`src/rtl/irq_pkg.sv`:
```
package irq_pkg;
  localparam int NSRC = 5;
  localparam int VW   = 3;
  // sources whose flags clear by hardware on acceptance (ext 0, tmr 0, ext 1, tmr 1)
  localparam logic [NSRC-1:0] HW_CLR_MASK = 5'b01111;

  // lowest set index, 0 when none
  function automatic logic [VW-1:0] first_set(input logic [NSRC-1:0] v);
    logic [VW-1:0] r;
    r = '0;
    for (int i = NSRC - 1; i >= 0; i--) begin
      if (v[i]) r = VW'(i);
    end
    return r;
  endfunction

  // release the most significant in-service bit
  function automatic logic [1:0] drop_top(input logic [1:0] s);
    return s[1] ? {1'b0, s[0]} : 2'b00;
  endfunction
endpackage

```
`src/rtl/irq_src_flags.sv`:
```
module irq_src_flags
  import irq_pkg::*;
(
  input  logic            clk,
  input  logic            rst_n,
  input  logic [1:0]      ext_pin,
  input  logic [1:0]      ext_edge_mode,
  input  logic [1:0]      tmr_ovf,
  input  logic            uart_req,
  input  logic [NSRC-1:0] sw_clr,
  input  logic [NSRC-1:0] hw_clr,
  output logic [NSRC-1:0] req,
  output logic [1:0]      ext_fall
);
  for (genvar e = 0; e < 2; e++) begin : g_ext
    logic s1, s2, s3, lat;
    always_ff @(posedge clk) begin
      if (!rst_n) begin
        s1 <= 1'b1;
        s2 <= 1'b1;
        s3 <= 1'b1;
      end else begin
        s1 <= ext_pin[e];
        s2 <= s1;
        s3 <= s2;
      end
    end
    assign ext_fall[e] = s3 & ~s2;
    always_ff @(posedge clk) begin
      if (!rst_n)                                  lat <= 1'b0;
      else if (!ext_edge_mode[e])                  lat <= 1'b0;
      else if (ext_fall[e])                        lat <= 1'b1;
      else if (hw_clr[2*e] || sw_clr[2*e])         lat <= 1'b0;
    end
    assign req[2*e] = ext_edge_mode[e] ? lat : ~s2;
  end

  for (genvar t = 0; t < 2; t++) begin : g_tmr
    logic lat;
    always_ff @(posedge clk) begin
      if (!rst_n)                                  lat <= 1'b0;
      else if (tmr_ovf[t])                         lat <= 1'b1;
      else if (hw_clr[2*t+1] || sw_clr[2*t+1])     lat <= 1'b0;
    end
    assign req[2*t+1] = lat;
  end

  logic uart_lat;
  always_ff @(posedge clk) begin
    if (!rst_n)                uart_lat <= 1'b0;
    else if (uart_req)         uart_lat <= 1'b1;
    else if (sw_clr[NSRC-1])   uart_lat <= 1'b0;
  end
  assign req[NSRC-1] = uart_lat;
endmodule

```
`src/rtl/irq_arbiter.sv`:
```
module irq_arbiter
  import irq_pkg::*;
(
  input  logic [NSRC-1:0] polled,
  input  logic [NSRC-1:0] src_en,
  input  logic [NSRC-1:0] src_hi,
  input  logic [1:0]      in_svc,
  input  logic            gate_ok,
  output logic            take,
  output logic [VW-1:0]   vec,
  output logic            lvl
);
  logic [NSRC-1:0] hi_c, lo_c;
  logic hi_ok, lo_ok;

  assign hi_c  = polled & src_en & src_hi;
  assign lo_c  = polled & src_en & ~src_hi;
  assign hi_ok = (|hi_c) && !in_svc[1];
  assign lo_ok = (|lo_c) && (in_svc == 2'b00);
  assign take  = gate_ok && (hi_ok || lo_ok);
  assign lvl   = hi_ok;
  assign vec   = hi_ok ? first_set(hi_c) : first_set(lo_c);
endmodule

```
`src/rtl/irq_svc_track.sv`:
```
module irq_svc_track
  import irq_pkg::*;
(
  input  logic       clk,
  input  logic       rst_n,
  input  logic       set_en,
  input  logic       set_lvl,
  input  logic       release_en,
  output logic [1:0] in_svc
);
  always_ff @(posedge clk) begin
    if (!rst_n)          in_svc <= 2'b00;
    else if (set_en)     in_svc[set_lvl] <= 1'b1;
    else if (release_en) in_svc <= drop_top(in_svc);
  end
endmodule

```
`src/rtl/irq_accept_ctrl.sv`:
```
module irq_accept_ctrl
  import irq_pkg::*;
#(
  parameter int PHASES = 4
) (
  input  logic        clk,
  input  logic        rst_n,
  input  logic [1:0]  ext_pin,
  input  logic [1:0]  ext_edge_mode,
  input  logic [1:0]  tmr_ovf,
  input  logic        uart_req,
  input  logic [4:0]  src_en,
  input  logic [4:0]  src_hi,
  input  logic [4:0]  sw_clr,
  input  logic        last_cycle,
  input  logic        reti_exec,
  input  logic        ctl_write,
  output logic        irq_take,
  output logic [2:0]  irq_vec,
  output logic        irq_lvl,
  output logic [1:0]  in_svc
);
  localparam int PW = (PHASES > 1) ? $clog2(PHASES) : 1;
  localparam logic [PW-1:0] LAST = PW'(PHASES - 1);

  logic [PW-1:0]   phase;
  logic            poll_now, gate_ok, take_now, lvl_now, release_now;
  logic [VW-1:0]   vec_now;
  logic [NSRC-1:0] req, snap, hw_clr;
  logic [1:0]      ext_fall;

  always_ff @(posedge clk) begin
    if (!rst_n)        phase <= '0;
    else if (poll_now) phase <= '0;
    else               phase <= phase + 1'b1;
  end

  assign poll_now    = (phase == LAST);
  assign gate_ok     = poll_now && last_cycle && !reti_exec && !ctl_write;
  assign release_now = poll_now && reti_exec;
  assign hw_clr      = take_now ? ((NSRC'(1) << vec_now) & HW_CLR_MASK) : '0;

  irq_src_flags u_flags (
    .clk(clk), .rst_n(rst_n), .ext_pin(ext_pin), .ext_edge_mode(ext_edge_mode),
    .tmr_ovf(tmr_ovf), .uart_req(uart_req), .sw_clr(sw_clr), .hw_clr(hw_clr),
    .req(req), .ext_fall(ext_fall)
  );

  always_ff @(posedge clk) begin
    if (!rst_n)        snap <= '0;
    else if (poll_now) snap <= req & ~hw_clr;
  end

  irq_arbiter u_arb (
    .polled(snap), .src_en(src_en), .src_hi(src_hi), .in_svc(in_svc),
    .gate_ok(gate_ok), .take(take_now), .vec(vec_now), .lvl(lvl_now)
  );

  irq_svc_track u_svc (
    .clk(clk), .rst_n(rst_n), .set_en(take_now), .set_lvl(lvl_now),
    .release_en(release_now), .in_svc(in_svc)
  );

  always_ff @(posedge clk) begin
    if (!rst_n) begin
      irq_take <= 1'b0;
      irq_vec  <= '0;
      irq_lvl  <= 1'b0;
    end else begin
      irq_take <= take_now;
      irq_vec  <= take_now ? vec_now : '0;
      irq_lvl  <= take_now && lvl_now;
    end
  end
endmodule

```
`config.mk`:
```
export PLATFORM = sky130hd
export DESIGN_NAME = irq_accept_ctrl
export DESIGN_NICKNAME = d
export VERILOG_FILES = /design/src/rtl/irq_pkg.sv /design/src/rtl/irq_src_flags.sv /design/src/rtl/irq_arbiter.sv /design/src/rtl/irq_svc_track.sv /design/src/rtl/irq_accept_ctrl.sv
export SDC_FILE = /design/constraint.sdc
export NUM_CORES = 1
export LEC_CHECK = 0
export BUFFER_PORTS_ARGS = -buffer_cell sky130_fd_sc_hd__buf_4
export CORE_MARGIN = 2
export CORE_UTILIZATION = 50
export CTS_CLUSTER_SIZE = 24
export DETAILED_ROUTE_END_ITERATION = 10
export PLACE_DENSITY = 0.77
export SYNTH_ARGS = -nofsm -noshare
export SYNTH_HDL_FRONTEND = slang
export SYNTH_SLANG_ARGS = --single-unit
```
`constraint.sdc`:
```
create_clock -name clk -period 3.2 [get_ports clk]
set_input_delay 0.16 -clock clk [delete_from_list [all_inputs] [get_ports clk]]
set_output_delay 0.16 -clock clk [all_outputs]
set_load 0.02 [all_outputs]
```
# Word-level counts from Yosys, hierarchy flattened
# Cells that the tools add are included.
[classes]
addsub = 1
order_cmp = 2
eq_ne = 2
n_shift = 1
muxes = 29
n_bitwise = 12
reduce_logical = 31
[ops]
columns = ["op", "n"]
rows = [
  ["$mux W3", 11],
  ["$and A5 B5 Y5", 4],
  ["$mux W1", 14],
  ["$reduce_bool A2 Y1", 6],
  ["$reduce_or A5 Y1", 2],
  ["$logic_and A1 B1 Y1", 9],
  ["$reduce_and A2 Y1", 4],
  ["$logic_or A1 B1 Y1", 5],
  ["$not A4 Y5", 1],
  ["$not A5 Y5", 1],
  ["$mux W2", 2],
  ["$mux W4", 1],
  ["$shl A1 B3 Y4 const A", 1],
  ["$logic_not A1 Y1", 3],
  ["$not A1 Y1", 3],
  ["$add A2 B1 Y2 const B", 1],
  ["$and A1 B1 Y1", 2],
  ["$eq A2 B2 Y1 const B", 1],
  ["$logic_not A2 Y1", 1],
  ["$lt A1 B2 Y1 const B", 1],
  ["$ne A2 B2 Y1 const B", 1],
  ["$or A2 B2 Y2", 1],
  ["$reduce_or A2 Y1", 1],
  ["$demux W1 S1", 1],
  ["$ge A1 B1 Y1 const B", 1],
]
[word_totals]
ff_bits = 25
in_bits = 27
out_inout_bits = 7
elab_cells = 96

# Logic depth before layout (Yosys ltp)
[logic_depth]
depth_word = 13
mapped_depth = 7
depth_no_buf = 7

# By module
# Synthesis repeated with hierarchy kept, for this count alone.
[hier_totals]
cells_unflattened = 123
hier_area_um2 = 1258.7
[modules_own_cells]
columns = ["mod", "instances", "cells_each", "area_each_um2", "seq_area_each_um2"]
rows = [
  ["irq_accept_ctrl", 1, 44, 474.2, 240.2],
  ["irq_src_flags", 1, 37, 415.4, 220.2],
  ["irq_arbiter", 1, 34, 275.3, 0.0],
  ["irq_svc_track", 1, 8, 93.8, 40.0],
]

# Worst setup path before layout
# Ideal clock, no wire load.
[synth_timing]
path_type = "register to register"
from = "reg phase[0]"
to = "reg u_flags.g_ext[0].lat"
setup_ns = 0.116
arrival_time_ns = 1.431
required_ns = 3.084
path_slack_ns = 1.652
path_stages_with_launch = 8
path_buffers = 0
period_less_slack_ns = 1.548
cell_sequence = "dfxtp_1 > ha_1 > nand2_1 > nor3_2 > o221ai_1 > a21oi_2 > a21oi_2 > o211a_1"
[synth_via]
elab_chain_len = 8
[synth_rtl]
columns = ["item", "line", "text"]
rows = [
  ["from (decl)", "irq_accept_ctrl.sv:26", "logic [PW-1:0] phase;"],
  ["from (signal assigned)", "irq_accept_ctrl.sv:35", "else phase <= phase + 1'b1;"],
  ["$eq A2 B2 Y1", "irq_accept_ctrl.sv:38", "assign poll_now = (phase == LAST);"],
  ["$logic_and A1 B1 Y1 (3 in a row)", "irq_accept_ctrl.sv:39", "assign gate_ok = poll_now && last_cycle && !reti_exec && !ctl_write;"],
  ["$logic_and A1 B1 Y1", "irq_arbiter.sv:20", "assign take = gate_ok && (hi_ok || lo_ok);"],
  ["$mux W4", "irq_accept_ctrl.sv:41", "assign hw_clr = take_now ? ((NSRC'(1) << vec_now) & HW_CLR_MASK) : '0;"],
  ["$logic_or A1 B1 Y1", "irq_src_flags.sv:33", "else if (hw_clr[2*e] || sw_clr[2*e]) lat <= 1'b0;"],
  ["$reduce_bool A2 Y1 (no line)", "--", ""],
  ["to (signal assigned)", "irq_src_flags.sv:31", "else if (!ext_edge_mode[e]) lat <= 1'b0;"],
  ["to (signal assigned)", "irq_src_flags.sv:32", "else if (ext_fall[e]) lat <= 1'b1;"],
  ["to (signal assigned)", "irq_src_flags.sv:33", ""],
  ["to (decl)", "irq_src_flags.sv:16", "logic s1, s2, s3, lat;"],
]
# No other way between the ends.
# A chain may end at the register's enable or synchronous reset.

# Worst setup path after layout
# Ends and elaborated chain as after synthesis.

==> results_tabular.tex <==
\begin{tabular}{lr}
\hline
Metric & Value \\
\hline
\multicolumn{2}{l}{\textbf{Run status}} \\
\quad Result of the run & finished clean \\
\multicolumn{2}{l}{\textbf{Power}} \\
\quad Max IR drop VDD & 238.2 uV \\
\quad Final Total Pwr & 0.0005338 W \\
\quad Power density normalized to cell area & 356.1 nW/um\^{}2 \\
\quad Proportion of power drawn by the clock network & 0.257 \\
\quad Switching fraction of total power & 0.2317 \\
\quad Leakage component of the power & 0.6378 nW \\
\quad Cell Int Power & 0.0004101 W \\
\quad Portion of total power attributed to combinational logic & 0.126 \\
\quad Net switching power of the design & 0.0001237 W \\
\quad Sequential cell fraction of total power & 0.617 \\
\multicolumn{2}{l}{\textbf{Finish}} \\
\quad NumNets Final & 196 \\
\quad Count of inserted antenna diode cells & 0 \\
\quad Post-synthesis to final-layout area growth & 22.50\% \\
\quad Ratio of cells with drive above 1 in the final layout & 0.2874 \\
\quad Count of filler cells inserted in the layout & 217 \\
\multicolumn{2}{l}{\textbf{Timing}} \\
\quad RSZ-0062 raised after global routing & no \\
\quad Period utilisation layout & 0.6467 \\
\quad Clock skew & 0.004024 ns \\
\quad Final setup violation count & 0 \\
\quad Headroom to the max-slew limit & 0.7005 \\
\quad Fin crit period & 2.069 ns \\
\quad Tightest Pin Transition & 0.4486 ns \\
\quad Number of slew-limit violations in the final report & 0 \\
\quad Final-report hold violation count & 0 \\
\quad Final total negative setup slack & 0 ns \\
\quad Timing-limited maximum frequency & 483.2 MHz \\
\multicolumn{2}{l}{\textbf{Hold path}} \\
\quad Worst min-delay path startpoint & ext\_pin[1] \\
\quad Worst hold-check path type & in -> reg \\
\quad Worst Hold Endpoint & u\_flags.g\_ext[1].s1 \\
\quad WHS Path Cells & 2 \\
\multicolumn{2}{l}{\textbf{Logic synthesis}} \\
\quad Synth Net Count & 163 \\
\quad Total of flip-flops plus latches after synthesis & 25 \\
\quad Leading post-synthesis cells by instance count & dfxtp\_1 (25), nand2\_1 (13), nand2b\_1 (9), nand3\_1 (9), nor2\_1 (7) \\
\quad Post-Synthesis Cell Area & 1224 um\^{}2 \\
\quad Share of synthesized area occupied by flip-flops and latches & 0.4090 \\
\quad Instance count of the mapped netlist & 135 \\
\quad Most area-hungry cell type in the Yosys netlist & dfxtp\_1 \\
\quad Top post-synthesis cells by area & dfxtp\_1 (41\%), nand2b\_1 (4.6\%), nand2\_1 (4.0\%), nand3\_1 (3.7\%), nand3b\_1 (3.7\%) \\
\quad Primary flip-flop cell chosen by synthesis mapping & dfxtp\_1 \\
\quad Most numerous cell in the Yosys netlist & dfxtp\_1 \\
\quad Unique cell type count in the Yosys netlist & 48 \\
\quad Average cell area after synthesis & 9.064 um\^{}2 \\
\quad Number of synthesis warnings & 0 \\
\quad Share of flip-flops with an asynchronous set or reset & 0 \\
\quad Number of flops mapped to enable cells by yosys & 0 \\
\quad Synth top area share & 0.4090 \\
\multicolumn{2}{l}{\textbf{Critical path}} \\
\quad Depth of the worst register-to-register path & 7 \\
\quad Required time worst endpoint & 3.43 ns \\
\quad Maximum fanout count along the critical path & 12 \\
\quad Kind of capture point of the worst setup path & flop \\
\quad Crit Path Class & reg -> reg \\
\quad Crit Reg-Reg Startpoint & phase[0] \\
\quad Critical path launch point type & flop \\
\quad CP arrival & 2.30 ns \\
\quad Reg-to-reg slack, setup & 1.13 ns \\
\quad Capturing point of the worst reg2reg path & u\_flags.g\_ext[0].lat \\
\multicolumn{2}{l}{\textbf{Drt}} \\
\quad DRT Pass-1 Iters & 4 \\
\quad Final wirelength & 2748 um \\
\quad Iteration-0 DRC count of the detailed router & 26 \\
\quad Vias & 1107 \\
\quad Remaining routing DRC violations & 0 \\
\quad Detailed-route wire length per cell & 14.09 um \\
\quad Mean number of vias per cell & 5.677 \\
\quad Count of nets left with antenna violations after detail routing & 0 \\
\multicolumn{2}{l}{\textbf{Clock tree}} \\
\quad Hold-fix buffer count after cts & 0 \\
\quad Root Buffer & clkbuf\_4 \\
\quad Number of buffers added for setup after CTS & 0 \\
\quad Post-CTS Resized & 0 \\
\quad Maximum root-to-sink buffer count & 2 \\
\quad CTS Sinks & 25 \\
\quad Clock slew seen by the registers of the worst setup and hold paths & 0.13 ns \\
\quad Clock tree from TritonCTS & done \\
\quad Number of buffers created by CTS & 3 \\
\quad Worst-skew pair later-pin latency & 0.32 ns \\
\quad H-tree depth reported by CTS & 1 \\
\multicolumn{2}{l}{\textbf{Floorplan}} \\
\quad Initial core utilization & 0.5427 \\
\quad Vertical die dimension & 53.47 um \\
\quad Count of pins on the block boundary & 34 \\
\quad Number of cell rows & 17 \\
\quad Core ar. & 2255 um\^{}2 \\
\quad Overall die area & 2859 um\^{}2 \\
\quad Horiz. Die Dim & 53.47 um \\
\multicolumn{2}{l}{\textbf{Global routing}} \\
\quad Global-route wire length before repair & 4616 um \\
\quad Largest net degree at the start of global routing & 26 \\
\quad Number of global-route vias before repair & 1051 \\
\quad Number of antenna violations at the first check in global routing & 0 \\
\quad Gr ovfl total & 0 \\
\quad Total routing resource utilization after global routing & 0.2268 \\
\multicolumn{2}{l}{\textbf{Placement}} \\
\quad Total of buffers placed on input and output ports & 33 \\
\quad Placer's final routability congestion estimate & 0.8908 \\
\quad Detailed-placement wirelength estimate & 2116 um \\
\multicolumn{2}{l}{\textbf{Flow run}} \\
\quad Max-cap violations & 0 \\
\hline
\end{tabular}
## power groups by stage
stage / clock, W / combinational (W) / sequential [W]
floorplan: 0 / 0.0000339 / 0.000334
global placement: 0 / 0.0000646 / 0.000335
detailed placement: 0 / 0.0000667 / 0.000336
CTS: 0.000142 / 0.0000670 / 0.000329
global route: 0.000156 / 0.0000753 / 0.000331
finish: 0.000137 / 0.0000672 / 0.000329
## registers in the layout, summed over array words and instances (netlist names)
name,cells
snap,5
irq_vec,3
phase,2
u_flags.g_ext.lat,2
u_flags.g_ext.s1,2
u_flags.g_ext.s2,2
u_flags.g_ext.s3,2
u_flags.g_tmr.lat,2
u_svc.in_svc,2
irq_lvl,1
irq_take,1
u_flags.uart_lat,1
## layer usage
| layer | vias to the layer above | global-route usage | wire length [um] |
|---|---|---|---|
| li1 | 551 | - | - |
| met1 | 511 | 0.2756 | 1186 |
| met2 | 35 | 0.3745 | 1325 |
| met3 | 10 | 0.03390 | 148 |
| met4 | 0 | 0.1325 | 87 |
| met5 | - | 0 | 0 |
## metrics by stage
stage | cell area (um^2) | hold slack (ns) | cells | setup WS [ns] | utilization
detailed placement | 1473 | 0.3527 | 191 | 1.189 | 0.6532
global route | 1499 | 0.01099 | 195 | 0.9313 | 0.6648
global placement | 1473 | 0.3448 | 191 | 1.330 | 0.6532
CTS | 1499 | 0.01307 | 195 | 1.153 | 0.6648
floorplan | 1224 | 0.2330 | 135 | 1.652 | -
finish | 1499 | 0.01925 | 195 | 1.131 | 0.6648
## cell families after synthesis
| kind of cell | Yosys count | synth area share |
|---|---|---|
| compound gates | 34 | 0.2117 |
| fa+ha+maj | 1 | 0.01022 |
| buf+inv | 7 | 0.03374 |
| flops | 25 | 0.4090 |
| mux | 2 | 0.01738 |
| simple gates | 66 | 0.3180 |
## worst max path at each step
stage / from / to / slack [ns] / cells after the start
final: phase[0] / u_flags.g_ext[0].lat / 1.13 / 7
after floorplan: phase[0] / u_flags.g_ext[0].lat / 1.65 / 7
after detailed placement: phase[0] / u_flags.g_ext[0].lat / 1.19 / 7
after CTS: phase[0] / u_flags.g_ext[0].lat / 1.15 / 7
after global routing: phase[0] / u_flags.g_ext[0].lat / 0.93 / 7
after global placement: phase[0] / u_flags.g_ext[0].lat / 1.33 / 7
## critical path: stages, from the launching register on
cell      delay, ns
dfxtp_1        0.37
ha_1           0.41
nand2_1        0.13
nor3_2         0.30
o221ai_1       0.22
a21oi_2        0.27
a21oi_2        0.08
o211a_1        0.20
## cell type report
cell class	instances	area (um^2)	area share
clock buffers	4	26.28	0.01753
inverters	2	7.507	0.005008
multi-input cells	103	681.9	0.4549
flip-flops and latches	25	500.5	0.3339
well taps	28	35.03	0.02337
repair buffers	33	247.7	0.1653
## cells in the final DEF, fill, tap and decap left out, types with 2 or more instances in the layout
master     Yosys  routed
nand2_1       13      13
a21oi_1        2       2
and3_2         2       2
dfxtp_1       25      25
buf_4          2      33
o211a_1        2       2
o21a_1         3       3
o21bai_1       2       2
o21ai_0        6       6
a2111oi_0      2       2
nand3b_1       6       6
clkbuf_4       0       3
a21oi_2        2       2
nand2b_1       9       9
nor2_1         7       7
o211ai_1       3       3
inv_1          2       2
and3b_1        2       2
nand3_1        9       9
nor2b_1        6       6
No activity file was read; power rests on OpenSTA's default activity.
